$ cat src/rtl/rxd_sched_pkg.sv
package rxd_sched_pkg;
    localparam int CMP_W = 16;

    typedef enum logic [0:0] {F_IDLE, F_WAIT} fetch_st_e;
    typedef enum logic [0:0] {W_IDLE, W_WAIT} wb_st_e;
endpackage

$ cat src/rtl/rxd_thr_cfg.sv
module rxd_thr_cfg
    import rxd_sched_pkg::*;
#(
    parameter int LINE_DESCS = 16,
    parameter int PRE_MAX_D  = 47,
    parameter int HOST_MAX_D = 63,
    parameter int WB_MAX_D   = 63,
    parameter int PRE_MAX_L  = 3,
    parameter int HOST_MAX_L = 4,
    parameter int WB_MAX_L   = 3
) (
    input  logic             clk,
    input  logic             rst_n,
    input  logic [3:0]       cfg_wr,
    input  logic             cfg_line_mode,
    input  logic [5:0]       cfg_pre_thr,
    input  logic [5:0]       cfg_host_thr,
    input  logic [5:0]       cfg_wb_thr,
    output logic [CMP_W-1:0] pre_eff,
    output logic [CMP_W-1:0] host_eff,
    output logic [CMP_W-1:0] wb_eff
);
    localparam int LINE_SH = $clog2(LINE_DESCS);
    localparam logic [5:0] MAX_D [3] = '{6'(PRE_MAX_D), 6'(HOST_MAX_D), 6'(WB_MAX_D)};
    localparam logic [5:0] MAX_L [3] = '{6'(PRE_MAX_L), 6'(HOST_MAX_L), 6'(WB_MAX_L)};
    localparam logic [5:0] RST_V [3] = '{6'd0, 6'd0, 6'd1};

    logic             line_q;
    logic [5:0]       raw_in [3];
    logic [5:0]       raw_q  [3];
    logic [CMP_W-1:0] eff    [3];

    assign raw_in[0] = cfg_pre_thr;
    assign raw_in[1] = cfg_host_thr;
    assign raw_in[2] = cfg_wb_thr;

    always_ff @(posedge clk or negedge rst_n) begin
        if (!rst_n)          line_q <= 1'b0;
        else if (cfg_wr[0])  line_q <= cfg_line_mode;
    end

    for (genvar i = 0; i < 3; i++) begin : g_thr
        logic [5:0]       lim;
        logic [5:0]       clamped;
        logic [CMP_W-1:0] scaled;

        always_ff @(posedge clk or negedge rst_n) begin
            if (!rst_n)             raw_q[i] <= RST_V[i];
            else if (cfg_wr[i+1])   raw_q[i] <= raw_in[i];
        end

        always_comb begin
            lim     = line_q ? MAX_L[i] : MAX_D[i];
            clamped = (raw_q[i] > lim) ? lim : raw_q[i];
            scaled  = line_q ? (CMP_W'(clamped) << LINE_SH) : CMP_W'(clamped);
        end

        if (i == 0) begin : g_plain
            assign eff[i] = scaled;
        end else begin : g_floor
            assign eff[i] = (scaled == '0) ? CMP_W'(1) : scaled;
        end
    end

    assign pre_eff  = eff[0];
    assign host_eff = eff[1];
    assign wb_eff   = eff[2];
endmodule

$ cat src/rtl/rxd_fetch_ctl.sv
module rxd_fetch_ctl
    import rxd_sched_pkg::*;
#(
    parameter int DEPTH  = 64,
    parameter int HOST_W = 12,
    parameter int CNT_W  = $clog2(DEPTH + 1)
) (
    input  logic              clk,
    input  logic              rst_n,
    input  logic [CNT_W-1:0]  valid_cnt,
    input  logic [CNT_W-1:0]  ready_cnt,
    input  logic [HOST_W-1:0] host_cnt,
    input  logic [CMP_W-1:0]  pre_eff,
    input  logic [CMP_W-1:0]  host_eff,
    input  logic              fetch_ack,
    output logic              fetch_req,
    output logic [CNT_W-1:0]  fetch_len
);
    fetch_st_e        st_q, st_d;
    logic [CNT_W-1:0] len_q;
    logic [CMP_W-1:0] free_c, host_c, len_c;
    logic             want;

    always_comb begin
        free_c = CMP_W'(DEPTH) - CMP_W'(valid_cnt) - CMP_W'(ready_cnt);
        host_c = CMP_W'(host_cnt);
        want   = (CMP_W'(valid_cnt) < pre_eff) && (host_c >= host_eff) && (free_c != '0);
        len_c  = (free_c < host_c) ? free_c : host_c;
    end

    always_comb begin
        st_d = st_q;
        unique case (st_q)
            F_IDLE: if (want)      st_d = F_WAIT;
            F_WAIT: if (fetch_ack) st_d = F_IDLE;
            default:               st_d = F_IDLE;
        endcase
    end

    always_ff @(posedge clk or negedge rst_n) begin
        if (!rst_n) begin
            st_q  <= F_IDLE;
            len_q <= '0;
        end else begin
            st_q <= st_d;
            if (st_q == F_IDLE && want) len_q <= CNT_W'(len_c);
        end
    end

    always_comb begin
        fetch_req = (st_q == F_WAIT);
        fetch_len = len_q;
    end
endmodule

$ cat src/rtl/rxd_wb_ctl.sv
module rxd_wb_ctl
    import rxd_sched_pkg::*;
#(
    parameter int DEPTH = 64,
    parameter int CNT_W = $clog2(DEPTH + 1)
) (
    input  logic             clk,
    input  logic             rst_n,
    input  logic [CNT_W-1:0] ready_cnt,
    input  logic [CMP_W-1:0] wb_eff,
    input  logic             flush_req,
    input  logic             wb_ack,
    output logic             wb_req,
    output logic [CNT_W-1:0] wb_len
);
    wb_st_e           st_q, st_d;
    logic [CNT_W-1:0] len_q;
    logic             pend_q, pend_d;
    logic             fire;

    assign fire = (ready_cnt != '0) &&
                  ((CMP_W'(ready_cnt) >= wb_eff) || pend_q || flush_req);

    always_comb begin
        st_d   = st_q;
        pend_d = pend_q | flush_req;
        unique case (st_q)
            W_IDLE: begin
                if (fire) begin
                    st_d   = W_WAIT;
                    pend_d = 1'b0;
                end else if (ready_cnt == '0) begin
                    pend_d = 1'b0;
                end
            end
            W_WAIT: if (wb_ack) st_d = W_IDLE;
            default: st_d = W_IDLE;
        endcase
    end

    always_ff @(posedge clk or negedge rst_n) begin
        if (!rst_n) begin
            st_q   <= W_IDLE;
            len_q  <= '0;
            pend_q <= 1'b0;
        end else begin
            st_q   <= st_d;
            pend_q <= pend_d;
            if (st_q == W_IDLE && fire) len_q <= ready_cnt;
        end
    end

    always_comb begin
        wb_req = (st_q == W_WAIT);
        wb_len = len_q;
    end
endmodule

$ cat src/rtl/rxd_desc_sched.sv
module rxd_desc_sched
    import rxd_sched_pkg::*;
#(
    parameter int DEPTH      = 64,
    parameter int HOST_W     = 12,
    parameter int LINE_DESCS = 16,
    parameter int PRE_MAX_D  = 47,
    parameter int HOST_MAX_D = 63,
    parameter int WB_MAX_D   = 63,
    parameter int PRE_MAX_L  = 3,
    parameter int HOST_MAX_L = 4,
    parameter int WB_MAX_L   = 3,
    localparam int CNT_W     = $clog2(DEPTH + 1)
) (
    input  logic             clk,
    input  logic             rst_n,
    input  logic [3:0]       cfg_wr,
    input  logic             cfg_line_mode,
    input  logic [5:0]       cfg_pre_thr,
    input  logic [5:0]       cfg_host_thr,
    input  logic [5:0]       cfg_wb_thr,
    input  logic             host_post,
    input  logic [7:0]       host_post_num,
    input  logic             desc_done,
    input  logic             flush_req,
    output logic             fetch_req,
    output logic [CNT_W-1:0] fetch_len,
    input  logic             fetch_ack,
    output logic             wb_req,
    output logic [CNT_W-1:0] wb_len,
    input  logic             wb_ack
);
    logic [CNT_W-1:0]  valid_q, ready_q;
    logic [HOST_W-1:0] host_q;
    logic [CMP_W-1:0]  pre_eff, host_eff, wb_eff;
    logic              take, fdone, wdone;

    rxd_thr_cfg #(
        .LINE_DESCS(LINE_DESCS), .PRE_MAX_D(PRE_MAX_D), .HOST_MAX_D(HOST_MAX_D),
        .WB_MAX_D(WB_MAX_D), .PRE_MAX_L(PRE_MAX_L), .HOST_MAX_L(HOST_MAX_L),
        .WB_MAX_L(WB_MAX_L)
    ) u_cfg (
        .clk(clk), .rst_n(rst_n), .cfg_wr(cfg_wr), .cfg_line_mode(cfg_line_mode),
        .cfg_pre_thr(cfg_pre_thr), .cfg_host_thr(cfg_host_thr), .cfg_wb_thr(cfg_wb_thr),
        .pre_eff(pre_eff), .host_eff(host_eff), .wb_eff(wb_eff)
    );

    rxd_fetch_ctl #(.DEPTH(DEPTH), .HOST_W(HOST_W), .CNT_W(CNT_W)) u_fetch (
        .clk(clk), .rst_n(rst_n), .valid_cnt(valid_q), .ready_cnt(ready_q),
        .host_cnt(host_q), .pre_eff(pre_eff), .host_eff(host_eff),
        .fetch_ack(fetch_ack), .fetch_req(fetch_req), .fetch_len(fetch_len)
    );

    rxd_wb_ctl #(.DEPTH(DEPTH), .CNT_W(CNT_W)) u_wb (
        .clk(clk), .rst_n(rst_n), .ready_cnt(ready_q), .wb_eff(wb_eff),
        .flush_req(flush_req), .wb_ack(wb_ack), .wb_req(wb_req), .wb_len(wb_len)
    );

    assign take  = desc_done && (valid_q != '0);
    assign fdone = fetch_req && fetch_ack;
    assign wdone = wb_req && wb_ack;

    always_ff @(posedge clk or negedge rst_n) begin
        if (!rst_n) begin
            valid_q <= '0;
            ready_q <= '0;
            host_q  <= '0;
        end else begin
            valid_q <= valid_q + (fdone ? fetch_len : '0) - CNT_W'(take);
            ready_q <= ready_q - (wdone ? wb_len : '0) + CNT_W'(take);
            host_q  <= host_q + (host_post ? HOST_W'(host_post_num) : '0)
                              - (fdone ? HOST_W'(fetch_len) : '0);
        end
    end
endmodule

$ cat config.mk
export PLATFORM = sky130hd
export DESIGN_NAME = rxd_desc_sched
export DESIGN_NICKNAME = d
export VERILOG_FILES = /design/src/rtl/rxd_sched_pkg.sv /design/src/rtl/rxd_thr_cfg.sv /design/src/rtl/rxd_fetch_ctl.sv /design/src/rtl/rxd_wb_ctl.sv /design/src/rtl/rxd_desc_sched.sv
export SDC_FILE = /design/constraint.sdc
export NUM_CORES = 1
export LEC_CHECK = 0
export ABC_AREA = 0
export CAP_MARGIN = 40
export CORE_UTILIZATION = 55
export DETAILED_ROUTE_END_ITERATION = 10
export DONT_BUFFER_PORTS = 1
export GPL_ROUTABILITY_DRIVEN = 0
export PLACE_DENSITY = 0.75
export SLEW_MARGIN = 25
export SYNTH_ARGS = -nofsm -noshare
export SYNTH_HDL_FRONTEND = slang
export SYNTH_HIERARCHICAL = 1
export SYNTH_SLANG_ARGS = --single-unit
$ cat constraint.sdc
create_clock -name clk -period 13.23 [get_ports clk]
set_clock_uncertainty 0.05 [all_clocks]
set_input_delay 0 -clock clk [delete_from_list [all_inputs] [get_ports clk]]
set_output_delay 0 -clock clk [all_outputs]
set_load 0.01 [all_outputs]
After elaboration in Yosys (flattened, before gate mapping)

Cells that the tools add are included.

Bits of input ports: 38
Register bits after elaboration: 62
Output and inout port bits: 16

Add/sub/neg operators: 8
Bitwise operators: 3
$lt $le $gt $ge: 7
Muxes and demuxes: 25
Reductions and logical operators: 16

Operator list:

| cell                | number |
|---|---|
| $mux 10             | 4 |
| $mux 6              | 6 |
| $logic_not 16->1    | 2 |
| $mux 7              | 4 |
| $gt 6x6->1          | 3 |
| $ge 12x16->1        | 1 |
| $lt 16x12->1        | 1 |
| $mux 16             | 1 |
| $reduce_bool 16->1  | 1 |
| $sub 16x7->16       | 1 |
| $reduce_bool 7->1   | 2 |
| $add 12x8->12       | 1 |
| $sub 12x7->12       | 1 |
| $ge 7x10->1         | 1 |
| $lt 7x10->1         | 1 |
| $logic_and 1x1->1   | 8 |
| $mux 8              | 1 |
| $sub 7x7->8 const A | 1 |
| $add 7x1->7         | 1 |
| $add 7x7->7         | 1 |
| $logic_not 7->1     | 1 |
| $mux 1              | 7 |
| $sub 7x1->7         | 1 |
| $sub 7x7->7         | 1 |
| 4 further kinds     | 7 |

Depth between registers and ports, before layout

Gate-level depths: netlist (run 1).

Depth in word-level cells: 12
Depth in mapped cells: 19

Cells and area by module

Netlist (run 1), hierarchy kept.

Modules (own cells, without submodules):

| module         | instances | seq. area each (um^2) | area an instance (um^2) | cells each |
|---|---|---|---|---|
| rxd_desc_sched | 1         | 650.6                 | 2150.8                  | 229 |
| rxd_fetch_ctl  | 1         | 200.2                 | 1619.1                  | 192 |
| rxd_thr_cfg    | 1         | 476.7                 | 1451.4                  | 169 |
| rxd_wb_ctl     | 1         | 225.2                 | 603.1                   | 50 |

Worst setup path after synthesis (run 1)

OpenSTA, ideal clock, no wires.

Path type: register -> register
Start: register valid_q[0]
End: register u_fetch.len_q[2] (netlist: u_fetch/fetch_len[2])
Period minus slack after synthesis: 4.410 ns
Arrival time: 4.235 ns
Library setup time: 0.125 ns
Required time: 13.055 ns
Stages on the path, launching flop included: 19
Path buffers: 0
Path slack: 8.820 ns
Cell sequence: dfrtp_1 -> inv_1 -> ha_1 -> xnor2_1 -> ha_1 -> nor2b_4 -> o31a_1 -> o21ai_0 -> a21oi_1 -> o21ai_0 -> ha_1 -> and3_1 -> nand3_1 -> nor2_1 -> a31oi_2 -> o21ai_2 -> a211oi_4 -> mux2_2 -> mux2_4

Word-level cells in the longest chain between the ends: 5
Elaborated cells between the ends (all ways): 9
Those cells by class: 2 x add/sub; 2 x order compare; 1 x mux; 4 x reduce/logical

RTL lines:

| item                                                  | RTL line             | source |
|---|---|---|
| start, declared                                       | rxd_desc_sched.sv:33 | `logic [CNT_W-1:0] valid_q, ready_q;` |
| start signal, assigned                                | rxd_desc_sched.sv:69 | `valid_q <= valid_q + (fdone ? fetch_len : '0) - CNT_W'(take);` |
| branches (longest 5 deep; another with $sub 16x7->16) | n/a                  |  |
| end signal, assigned                                  | rxd_fetch_ctl.sv:46  | `if (st_q == F_IDLE && want) len_q <= CNT_W'(len_c);` |
| end, declared                                         | rxd_fetch_ctl.sv:20  | `logic [CNT_W-1:0] len_q;` |

Parallel ways; which one is timed is not known.
A chain may end at the register's enable or synchronous reset.

Worst setup path in the final report (run 1)

Start: register valid_q[0]
End: register u_fetch.len_q[4] (netlist: u_fetch/fetch_len[4])

The elaborated chain is that of the path after synthesis.

==> impl_metrics.csv, run 1 <==
group,metric,value,unit
setup_path,crit_path_top_delay_cell,"a211oi_4",
logic_synthesis,synth_top_cell_by_area,"dfrtp_1",
cts,post_cts_buffers,0,
cts,htree_levels,3,
outcome,status,"finished clean",
cts,cts_buffers,9,
setup_path,critPathArrivalTime,4900,ps
logic_synthesis,async_flop_share,100,%
cells_and_area,finish.utilization,62.3,%
logic_synthesis,ys_ff_latch,62,
logic_synthesis,yosysUniqueCellTypes,64,
floorplan,io-pin-count,54,
drt,firstDrtPassIters,5,
floorplan,core_area,0.0103,mm^2
cts,clock_sink_count,62,
cells_and_area,final_net_count,811,
setup_path,worst-r2r-setup-slack,8540,ps
logic_synthesis,synthTopCellsByArea,"dfrtp_1, ha_1, inv_1, mux2_4, fa_1",
power,ir_drop,0.146,mV
setup_path,endpoint_kind,"flop",
logic_synthesis,yosysTopAreaCellShare,26.2,%
timing,setup_viol_count_final,0,
setup_path,start_kind,"flop",
floorplan,die_w,105,um
logic_synthesis,syn_area,0.00582,mm^2
power,leakagePower,3.20,nW
grt,grt_pass1_wl,21400,um
hold_path,holdCritPathClass,"primary input to flop",
logic_synthesis,yosysMostFrequentCell,"inv_1",
power,p_total,0.00177,W
logic_synthesis,synth_enable_flop_cells,0,
timing,slew_violations,0,
timing,rsz0062_at_grt,"no",
logic_synthesis,ys_seq_area_share,26.7,%
drt,first_iter_violations,268,
logic_synthesis,yosys-top-cells-count,"inv_1, ha_1, dfrtp_1, nand2_1, a21oi_1",
power,power_density,277,mW/mm^2
cts,insertion_delay,370,ps
timing,slew_headroom,58.3,%
power,p_sw,0.000836,W
power,p_int,0.000938,W
grt,grt_antenna_before_repair,0,
drt,drc,0,
timing,fin_crit_sh,35.4,%
setup_path,crit_chain,"inv_1 > ha_1 > xnor2_1 > ha_1 > nor2b_4 > o31a_1 > o21ai_0 > a21oi_1 > o21ai_0 > clkbuf_2 > ha_1 > and3_1 > nand3_1 > nor2_1 > a31oi_2 > o21ai_2 > a211oi_4 > mux2_2 > mux2_4",
setup_path,cp_top_family,"compound AO/OA/AOI/OAI gates",
drt,drtAntennaViolNets,0,
timing,period_needed,4690,ps
cells_and_area,multi_input_area,0.00375,mm^2
floorplan,die_area,0.0110,mm^2
timing,whs,31.0,ps
grt,track_usage,24.6,%
power,swShare,47.1,%
logic_synthesis,yosys_warnings,6,
drt,wl_per_cell,15.3,um
setup_path,path_max_fanout,7,
setup_path,cp.required,13440,ps
grt,grt_pass1_vias,4534,
power,pwr-share-clk,9.8,%
cts,cts_root_buf,"clkbuf_8",
floorplan,start_util,56.7,%
drt,wirelength,12400,um
power,power.combinational.fraction,68.0,%
setup_path,critical_path_buf_inv_count,2,
cells_and_area,nFillCells,878,
cts,cts_tree,"done",
grt,grt_max_degree,63,
logic_synthesis,synth_ff_type,"dfrtp_1",
place,dp_hpwl,9400,um
flow_run,cap_violations,0,
cells_and_area,regArea,0.00155,mm^2
cts,ctsResizeCount,0,
place,numPortBuffers,0,
logic_synthesis,syn_inst,640,
cts,holdBufCountCts,29,
power,p_seq_share,22.1,%
floorplan,dieHeight,105,um
cts,clockBufferDepth,2,
timing,hold_viol,0,
setup_path,criticalPathCategory,"flop to flop",
timing,clock.fmax,0.213,GHz
floorplan,rows,37,
grt,grt.overflow.total,0,
timing,fin_setup_tns,0,ps
cells_and_area,synthToLayoutAreaGrowth,10.0,%
cells_and_area,antenna_cells,0,
drt,vias_per_cell,5.53,
cts,clkTransAtPathRegs,70,ps
drt,vias,4491,
cells_and_area,drive_gt1_share,9.32,%
setup_path,cpPeakStageDelay,440,ps
timing,worst_slew_pin_slew,624,ps
setup_path,crit_top_cell,"ha_1",
logic_synthesis,avgSynthCellArea,9.10,um^2
cell families (layout without fill, tap and decap cells):
family                   after synthesis  after routing  synth area share (%)
XOR/XNOR                              31             31                  4.66
multiplexers                          33             33                  7.18
other                                  1             18                0.0644
flip-flops                            62             62                  26.7
buffers and inverters                138            157                  10.1
adder cells (fa/ha/maj)              102            102                  23.2
AND/OR/NAND/NOR                      144            144                  12.9
AO/OA/AOI/OAI                        129            129                  15.3
sequential cells by signal, indices dropped and copies added, names as in the netlist:
register,count
u_fetch/fetch_req,1
u_wb/pend_q,1
u_wb/wb_len,7
u_cfg/line_q,1
u_wb/wb_req,1
u_cfg/raw_q,18
host_q,12
valid_q,7
u_fetch/fetch_len,7
ready_q,7
worst paths after layout:
path                                start  cells past startpoint                    to
max                            valid_q[0]                     19  u_fetch/fetch_len[4]
min                             host_post                      4             host_q[0]
max reg2reg                    valid_q[0]                     19  u_fetch/fetch_len[4]
min reg2reg                u_cfg/raw_q[8]                      1        u_cfg/raw_q[8]
max in group asynchronous           rst_n                      2        u_cfg/raw_q[0]
min in group asynchronous           rst_n                      2        u_cfg/raw_q[1]
power groups by stage:
stage               Clock (W)  Combinational (W)  Sequential [W]
CTS                  0.000180            0.00119        0.000389
global placement            0            0.00110        0.000389
floorplan                   0           0.000961        0.000353
finish               0.000174            0.00121        0.000393
global route         0.000187            0.00135        0.000403
detailed placement          0            0.00117        0.000391
placed cells by master (no fill, tap or decap), types with 4 or more instances in the layout:
cell / synthesis / final
dlygate4sd3_1: 0 / 28
xor2_1: 9 / 9
xnor2_1: 22 / 22
inv_1: 110 / 110
mux2_2: 14 / 14
nand2_1: 46 / 46
fa_1: 10 / 10
o21a_1: 8 / 8
a211oi_1: 7 / 7
o21bai_1: 5 / 5
and3_1: 13 / 13
nor2b_1: 4 / 4
nor2_1: 26 / 26
ha_1: 92 / 92
and2_1: 4 / 4
nand3_1: 9 / 9
mux2_4: 14 / 14
mux2i_1: 5 / 5
nor3_1: 11 / 11
a21oi_1: 36 / 36
o21ai_0: 30 / 30
a21o_1: 11 / 11
or4_1: 6 / 6
clkbuf_8: 0 / 11
nand4_1: 5 / 5
nor4_1: 6 / 6
dfrtp_1: 61 / 61
conb_1: 1 / 18
metrics by stage:
step | std cells | setup WS, ps | cell area (um^2)
CTS | 811 | 8370 | 6400
detailed placement | 766 | 8390 | 5890
global route | 812 | 8310 | 6410
floorplan | 657 | 8820 | 5890
finish | 812 | 8540 | 6410
global placement | 766 | 8570 | 5890
worst min-delay path, stage by stage:
cell and delay (ps):
nand2_1 40, ha_1 210, inv_1 50, ha_1 110
layout make-up:
cell class / instances / share of cell area (%)
multi-input cells: 457 / 58.5
flip-flops and latches: 62 / 24.2
inverters: 110 / 6.44
repair buffers: 31 / 5.00
well taps: 136 / 2.66
clock buffers: 13 / 2.48
clock inverters: 3 / 0.664
per-layer routing:
| layer | vias to the layer above | track usage [%] | part of all wire, % | routed length, um |
|---|---|---|---|---|
| met5 | - | 0 | 0 | 0 |
| met4 | 0 | 8.65 | 1.8 | 223 |
| met3 | 17 | 6.61 | 5.6 | 689 |
| met2 | 111 | 39.8 | 46 | 5700 |
| met1 | 2129 | 31.7 | 47 | 5790 |
| li1 | 2234 | - | - | - |
Power figures use the tool's default switching activity.
==> run 2, diff against run 1 <==
--- a/config.mk
+++ b/config.mk
@@ -11,7 +11,7 @@
 export DETAILED_ROUTE_END_ITERATION = 10
 export DONT_BUFFER_PORTS = 1
 export GPL_ROUTABILITY_DRIVEN = 0
-export PLACE_DENSITY = 0.75
+export PLACE_DENSITY = 0.78
 export SLEW_MARGIN = 25
 export SYNTH_ARGS = -nofsm -noshare
 export SYNTH_HDL_FRONTEND = slang
==> constraint.sdc (replaced) <==
create_clock -name clk -period 3.9 [get_ports clk]
set_clock_uncertainty 0.05 [all_clocks]
set_input_delay 0 -clock clk [delete_from_list [all_inputs] [get_ports clk]]
set_output_delay 0 -clock clk [all_outputs]
set_load 0.01 [all_outputs]
==> impl_metrics.csv, run 2 (same netlist as run 1, synthesis figures left out) <==
group,metric,value,unit
outcome,status,"finished with violations",
outcome,violations,"negative setup slack",
power,ir_drop,0.571,mV
cts,clkTransAtPathRegs,70,ps
timing,setup_viol_count_final,7,
grt,grt_pass1_vias,4626,
drt,wirelength,13300,um
cells_and_area,largest_reg_flops,18,
timing,rsz0062_at_grt,"yes",
cells_and_area,fin_cells,836,
drt,first_iter_violations,250,
hold_path,holdCritPathClass,"primary input to flop",
place,dp_hpwl,9860,um
cells_and_area,nFillCells,778,
cells_and_area,drive_gt1_share,16.9,%
cts,clockBufferDepth,2,
cts,insertion_delay,350,ps
drt,drc,0,
place,place_ws,-142,ps
timing,hold_viol,0,
drt,firstDrtPassIters,5,
cts,cts_root_buf,"clkbuf_8",
cts,clock_sink_count,62,
cells_and_area,reg_top3,"u_cfg/raw_q x18, host_q x12",
place,dp.cells,780,
timing,clock.fmax,0.254,GHz
drt,wl_per_cell,15.9,um
floorplan,rows,37,
power,power_density,995,mW/mm^2
timing,setup_slack,-30.7,ps
place,numPortBuffers,0,
place,placed_cell_area,0.00606,mm^2
floorplan,die_w,105,um
floorplan,core_area,0.0103,mm^2
cts,cts_tree,"done",
timing,worst_slew_pin_slew,605,ps
setup_path,path_max_fanout,6,
timing,slew_violations,0,
floorplan,start_util,56.7,%
setup_path,start_kind,"flop",
timing,slew_headroom,59.5,%
floorplan,io-pin-count,54,
grt,grt.overflow.total,0,
setup_path,cp.required,4090,ps
grt,grt_pass1_wl,21500,um
cts,htree_levels,3,
cts,cts_buffers,9,
floorplan,dieHeight,105,um
timing,fin_crit_sh,101,%
timing,period_needed,3930,ps
drt,vias_per_cell,5.58,
cells_and_area,final_net_count,835,
grt,grt_max_degree,63,
setup_path,criticalPathCategory,"flop to flop",
drt,vias,4665,
cells_and_area,stdcell_area,0.00681,mm^2
grt,track_usage,24.6,%
cells_and_area,layout_common_cells,"inv_1, ha_1, dfrtp_1",
floorplan,die_area,0.0110,mm^2
power,p_total,0.00678,W
timing,whs,46.0,ps
setup_path,endpoint_kind,"flop",
setup_path,critPathArrivalTime,4120,ps
cells_and_area,synthToLayoutAreaGrowth,16.9,%
cells_and_area,final_common_cell,"inv_1",
power,leakagePower,3.36,nW
drt,drtAntennaViolNets,0,
flow_run,cap_violations,0,
grt,grt_antenna_before_repair,0,
cells_and_area,regMostFlops,"u_cfg/raw_q",
cells_and_area,antenna_cells,0,
[run 2: cell count changes in the layout (fill, tap and decap cells not counted), moves of 3 or more]
cell,change
inv_2,+3
ha_4,+5
ha_1,-5
o21ai_2,+3
buf_6,+3
mux2_2,-5
a21oi_1,-3
o21ai_0,-4
inv_1,-3
nor3_1,-3
buf_4,+23
mux2_4,+5
[run 2: area by class of cell]
type                            instances  area (um^2)  share of cell area (%)
Multi-Input combinational cell        457         3980                    58.4
Sequential cell                        62         1560                    22.8
Timing Repair Buffer                   55          512                    7.51
Inverter                              110          413                    6.06
Tap cell                              136          170                    2.50
Clock buffer                           12          135                    1.98
Clock inverter                          4         47.5                   0.698
[run 2: per-stage QoR]
stage / util, % / setup TNS, ps
after global placement: 59.0 / -47.1
after floorplan: - / -453
after CTS: 64.3 / 0
after detailed placement: 59.0 / -690
after global routing: 66.3 / -1170
final: 66.3 / -168
[run 2: what timing repair did]
action | CTS | global route
setup buffers | 3 | 9
hold endpoints to repair | 84 | 0
setup endpoints to repair | 5 | 15
pin swaps | 9 | 10
gates resized for setup | 10 | 25
hold buffers | 28 | 0
[run 2: path summary, 6_finish.rpt]
kind	start	endpoint	slack, ps	cells after the start
hold / removal	host_post	host_q[0]	50	4
max in group asynchronous	rst_n	u_cfg/raw_q[0]	3370	2
min in group asynchronous	rst_n	ready_q[2]	130	2
hold reg to reg	u_cfg/raw_q[8]	u_cfg/raw_q[8]	500	1
setup reg to reg	valid_q[1]	u_fetch/fetch_len[4]	-30	20
setup / recovery	valid_q[1]	u_fetch/fetch_len[4]	-30	20
[run 2: worst max-delay path: stages (launching register included)]
cell and delay (ps):
dfrtp_1 430, inv_2 90, ha_4 140, nand2_2 60, xor2_1 150, ha_1 360
o21a_1 170, o31a_1 180, o21ai_2 70, a21oi_2 210, o21ai_4 130, ha_4 320
and3_4 210, nand3_4 90, a21oi_4 140, a31oi_4 90, o21ai_2 170, a211oi_4 50
buf_6 140, mux2_4 290, mux2_4 270
[run 2: where the power goes]
| group | internal (W) | switching (W) |
|---|---|---|
| clock network | 0.000294 | 0.000256 |
| registers | 0.000931 | 0.000403 |
| logic | 0.00239 | 0.00251 |
| total | 0.00362 | 0.00317 |
[run 2: routing by layer]
layer | vias up | wire [um] | GRT usage (%)
met1 | 2227 | 6020 | 31.5
met5 | - | 0 | 0
met3 | 28 | 540 | 3.93
met2 | 112 | 6430 | 41.5
met4 | 0 | 291 | 9.66
li1 | 2298 | - | -
==> run 3, diff against run 2 <==
--- a/config.mk
+++ b/config.mk
@@ -7,13 +7,14 @@
 export LEC_CHECK = 0
 export ABC_AREA = 0
 export CAP_MARGIN = 40
-export CORE_UTILIZATION = 55
+export CORE_UTILIZATION = 50
 export DETAILED_ROUTE_END_ITERATION = 10
 export DONT_BUFFER_PORTS = 1
 export GPL_ROUTABILITY_DRIVEN = 0
-export PLACE_DENSITY = 0.78
+export PLACE_DENSITY = 0.73
 export SLEW_MARGIN = 25
 export SYNTH_ARGS = -nofsm -noshare
 export SYNTH_HDL_FRONTEND = slang
 export SYNTH_HIERARCHICAL = 1
 export SYNTH_SLANG_ARGS = --single-unit
+export TNS_END_PERCENT = 10
==> impl_metrics.csv, run 3 (same netlist as run 1, synthesis figures left out) <==
group,metric,value,unit
power,ir_drop,0.554,mV
hold_path,holdCritPathClass,"primary input to flop",
floorplan,io-pin-count,54,
setup_path,cp.required,4060,ps
setup_path,criticalPathCategory,"flop to flop",
floorplan,start_util,51.2,%
cells_and_area,final_common_cell,"inv_1",
place,placed_cell_area,0.00608,mm^2
setup_path,crit_path_top_delay_cell,"dfrtp_1",
setup_path,critical_path_buf_inv_count,2,
timing,hold_viol,0,
drt,first_iter_violations,149,
setup_path,cp-startpoint,"valid_q[1]",
timing,clock.fmax,0.255,GHz
floorplan,die_area,0.0121,mm^2
cells_and_area,largest_reg_flops,18,
setup_path,critPathArrivalTime,4090,ps
cells_and_area,finish.utilization,59.5,%
timing,slew_violations,0,
setup_path,crit_chain,"inv_2 > ha_4 > xnor2_1 > ha_1 > nor2b_4 > o31a_1 > o21ai_2 > a21oi_2 > o21ai_4 > ha_1 > a21o_1 > a221oi_2 > o21ai_2 > a211oi_4 > buf_6 > mux2_4 > mux2_4",
timing,setup_slack,-28.9,ps
outcome,violations,"negative setup slack",
grt,grt.overflow.total,0,
grt,grt_max_degree,63,
setup_path,cpPeakStageDelay,390,ps
timing,slew_headroom,58.8,%
drt,vias,4497,
outcome,status,"finished with violations",
cells_and_area,regMostFlops,"u_cfg/raw_q",
cells_and_area,stdcell_area,0.00677,mm^2
cts,cts_tree,"done",
cts,clockBufferDepth,2,
cts,clkTransAtPathRegs,50,ps
drt,drtAntennaViolNets,0,
timing,rsz0062_at_grt,"yes",
hold_path,holdCritStartpoint,"host_post",
timing,setup_viol_count_final,5,
cells_and_area,synthToLayoutAreaGrowth,16.2,%
cells_and_area,drive_gt1_share,14.6,%
cells_and_area,reg_top3,"u_cfg/raw_q x18, host_q x12",
drt,vias_per_cell,5.39,
drt,firstDrtPassIters,4,
drt,wl_per_cell,15.1,um
flow_run,cap_violations,0,
floorplan,rows,39,
floorplan,die_w,110,um
cts,cts_buffers,9,
setup_path,start_kind,"flop",
timing,worst_slew_pin_slew,617,ps
grt,grt_pass1_wl,21400,um
timing,fin_setup_tns,-129,ps
drt,wirelength,12600,um
timing,period_needed,3930,ps
power,power_density,984,mW/mm^2
cells_and_area,layout_common_cells,"inv_1, ha_1, dfrtp_1",
cts,insertion_delay,330,ps
floorplan,dieHeight,110,um
grt,grt_pass1_vias,4611,
cts,clock_sink_count,62,
power,p_total,0.00666,W
place,numPortBuffers,0,
setup_path,reg2reg_from,"valid_q[1]",
grt,grt_antenna_before_repair,0,
cts,htree_levels,3,
place,dp_hpwl,9770,um
grt,track_usage,22.8,%
power,leakagePower,3.34,nW
cells_and_area,antenna_cells,0,
timing,fin_crit_sh,101,%
cts,cts_root_buf,"clkbuf_16",
drt,drc,0,
cells_and_area,nFillCells,929,
floorplan,core_area,0.0114,mm^2
setup_path,path_max_fanout,7,
cells_and_area,final_net_count,828,
setup_path,endpoint_kind,"flop",
setup_path,cp_top_family,"compound AO/OA/AOI/OAI gates",
[run 3: cell count changes in the layout (fill, tap and decap cells not counted), moves of 3 or more]
cell	delta
clkbuf_16	+9
clkbuf_8	-7
buf_4	-5
clkbuf_1	-3
nor3_1	+3
[run 3: power breakdown]
group	total [W]	leakage [nW]	switching, W	internal [W]
registers	0.00131	0.734	0.000381	0.000933
clock network	0.000735	0.137	0.000278	0.000457
logic	0.00461	2.47	0.00235	0.00227
total	0.00666	3.34	0.00301	0.00366
[run 3: final timing paths]
kind	end	slack, ps	cells past startpoint
worst max-delay path	u_fetch/fetch_len[6]	-30	17
worst min-delay path	host_q[0]	90	4
worst max register to register	u_fetch/fetch_len[6]	-30	17
worst min register to register	u_cfg/raw_q[12]	500	1
max in group asynchronous	u_cfg/raw_q[0]	3350	2
min in group asynchronous	u_cfg/raw_q[8]	160	2
[run 3: per-stage QoR]
| stage | hold slack, ps | std cells | setup slack [ps] |
|---|---|---|---|
| 3_5_place_dp | -344 | 788 | -102 |
| 4_1_cts | 90.8 | 834 | 1.91 |
| 3_3_place_gp | -344 | 788 | 31.7 |
| 2_1_floorplan | -346 | 657 | -90.5 |
| 5_1_grt | 106 | 835 | -204 |
| 6_report | 94.9 | 835 | -28.9 |
[run 3: area by class of cell]
| class | count | area [um^2] | share of cell area [%] |
|---|---|---|---|
| multi-input cells | 457 | 3900 | 57.6 |
| flip-flops and latches | 62 | 1550 | 23.0 |
| repair buffers | 48 | 452 | 6.67 |
| inverters | 110 | 413 | 6.10 |
| clock buffers | 11 | 253 | 3.73 |
| well taps | 143 | 179 | 2.64 |
| clock inverters | 4 | 22.5 | 0.333 |
[run 3: repair_timing]
action	CTS	global route
resized for setup	3	13
hold buffers	28	0
hold endpoints to repair	84	0
pin swaps	3	4
endpoints found under the setup margin	5	14
cloned	0	0
setup buffers	3	1
[run 3: worst reg2reg max path: cells and delay by family (launching register included)]
kind / cells / cell delay, ps
compound gates: 8 / 1500
xor+xnor: 1 / 120
mux: 2 / 570
fa+ha+maj: 3 / 820
buf+inv: 2 / 230
flops: 1 / 390
simple gates: 1 / 140
[run 3: routing by layer]
metal  wire length [um]  GRT usage [%]  up-vias  share of wire [%]
met1               6010           29.4     2138                 48
met5                  0              0        -                  0
li1                   -              -     2273                  -
met3                480           4.98       15                3.8
met4                161           6.29        0                1.3
met2               5920           38.4       71                 47
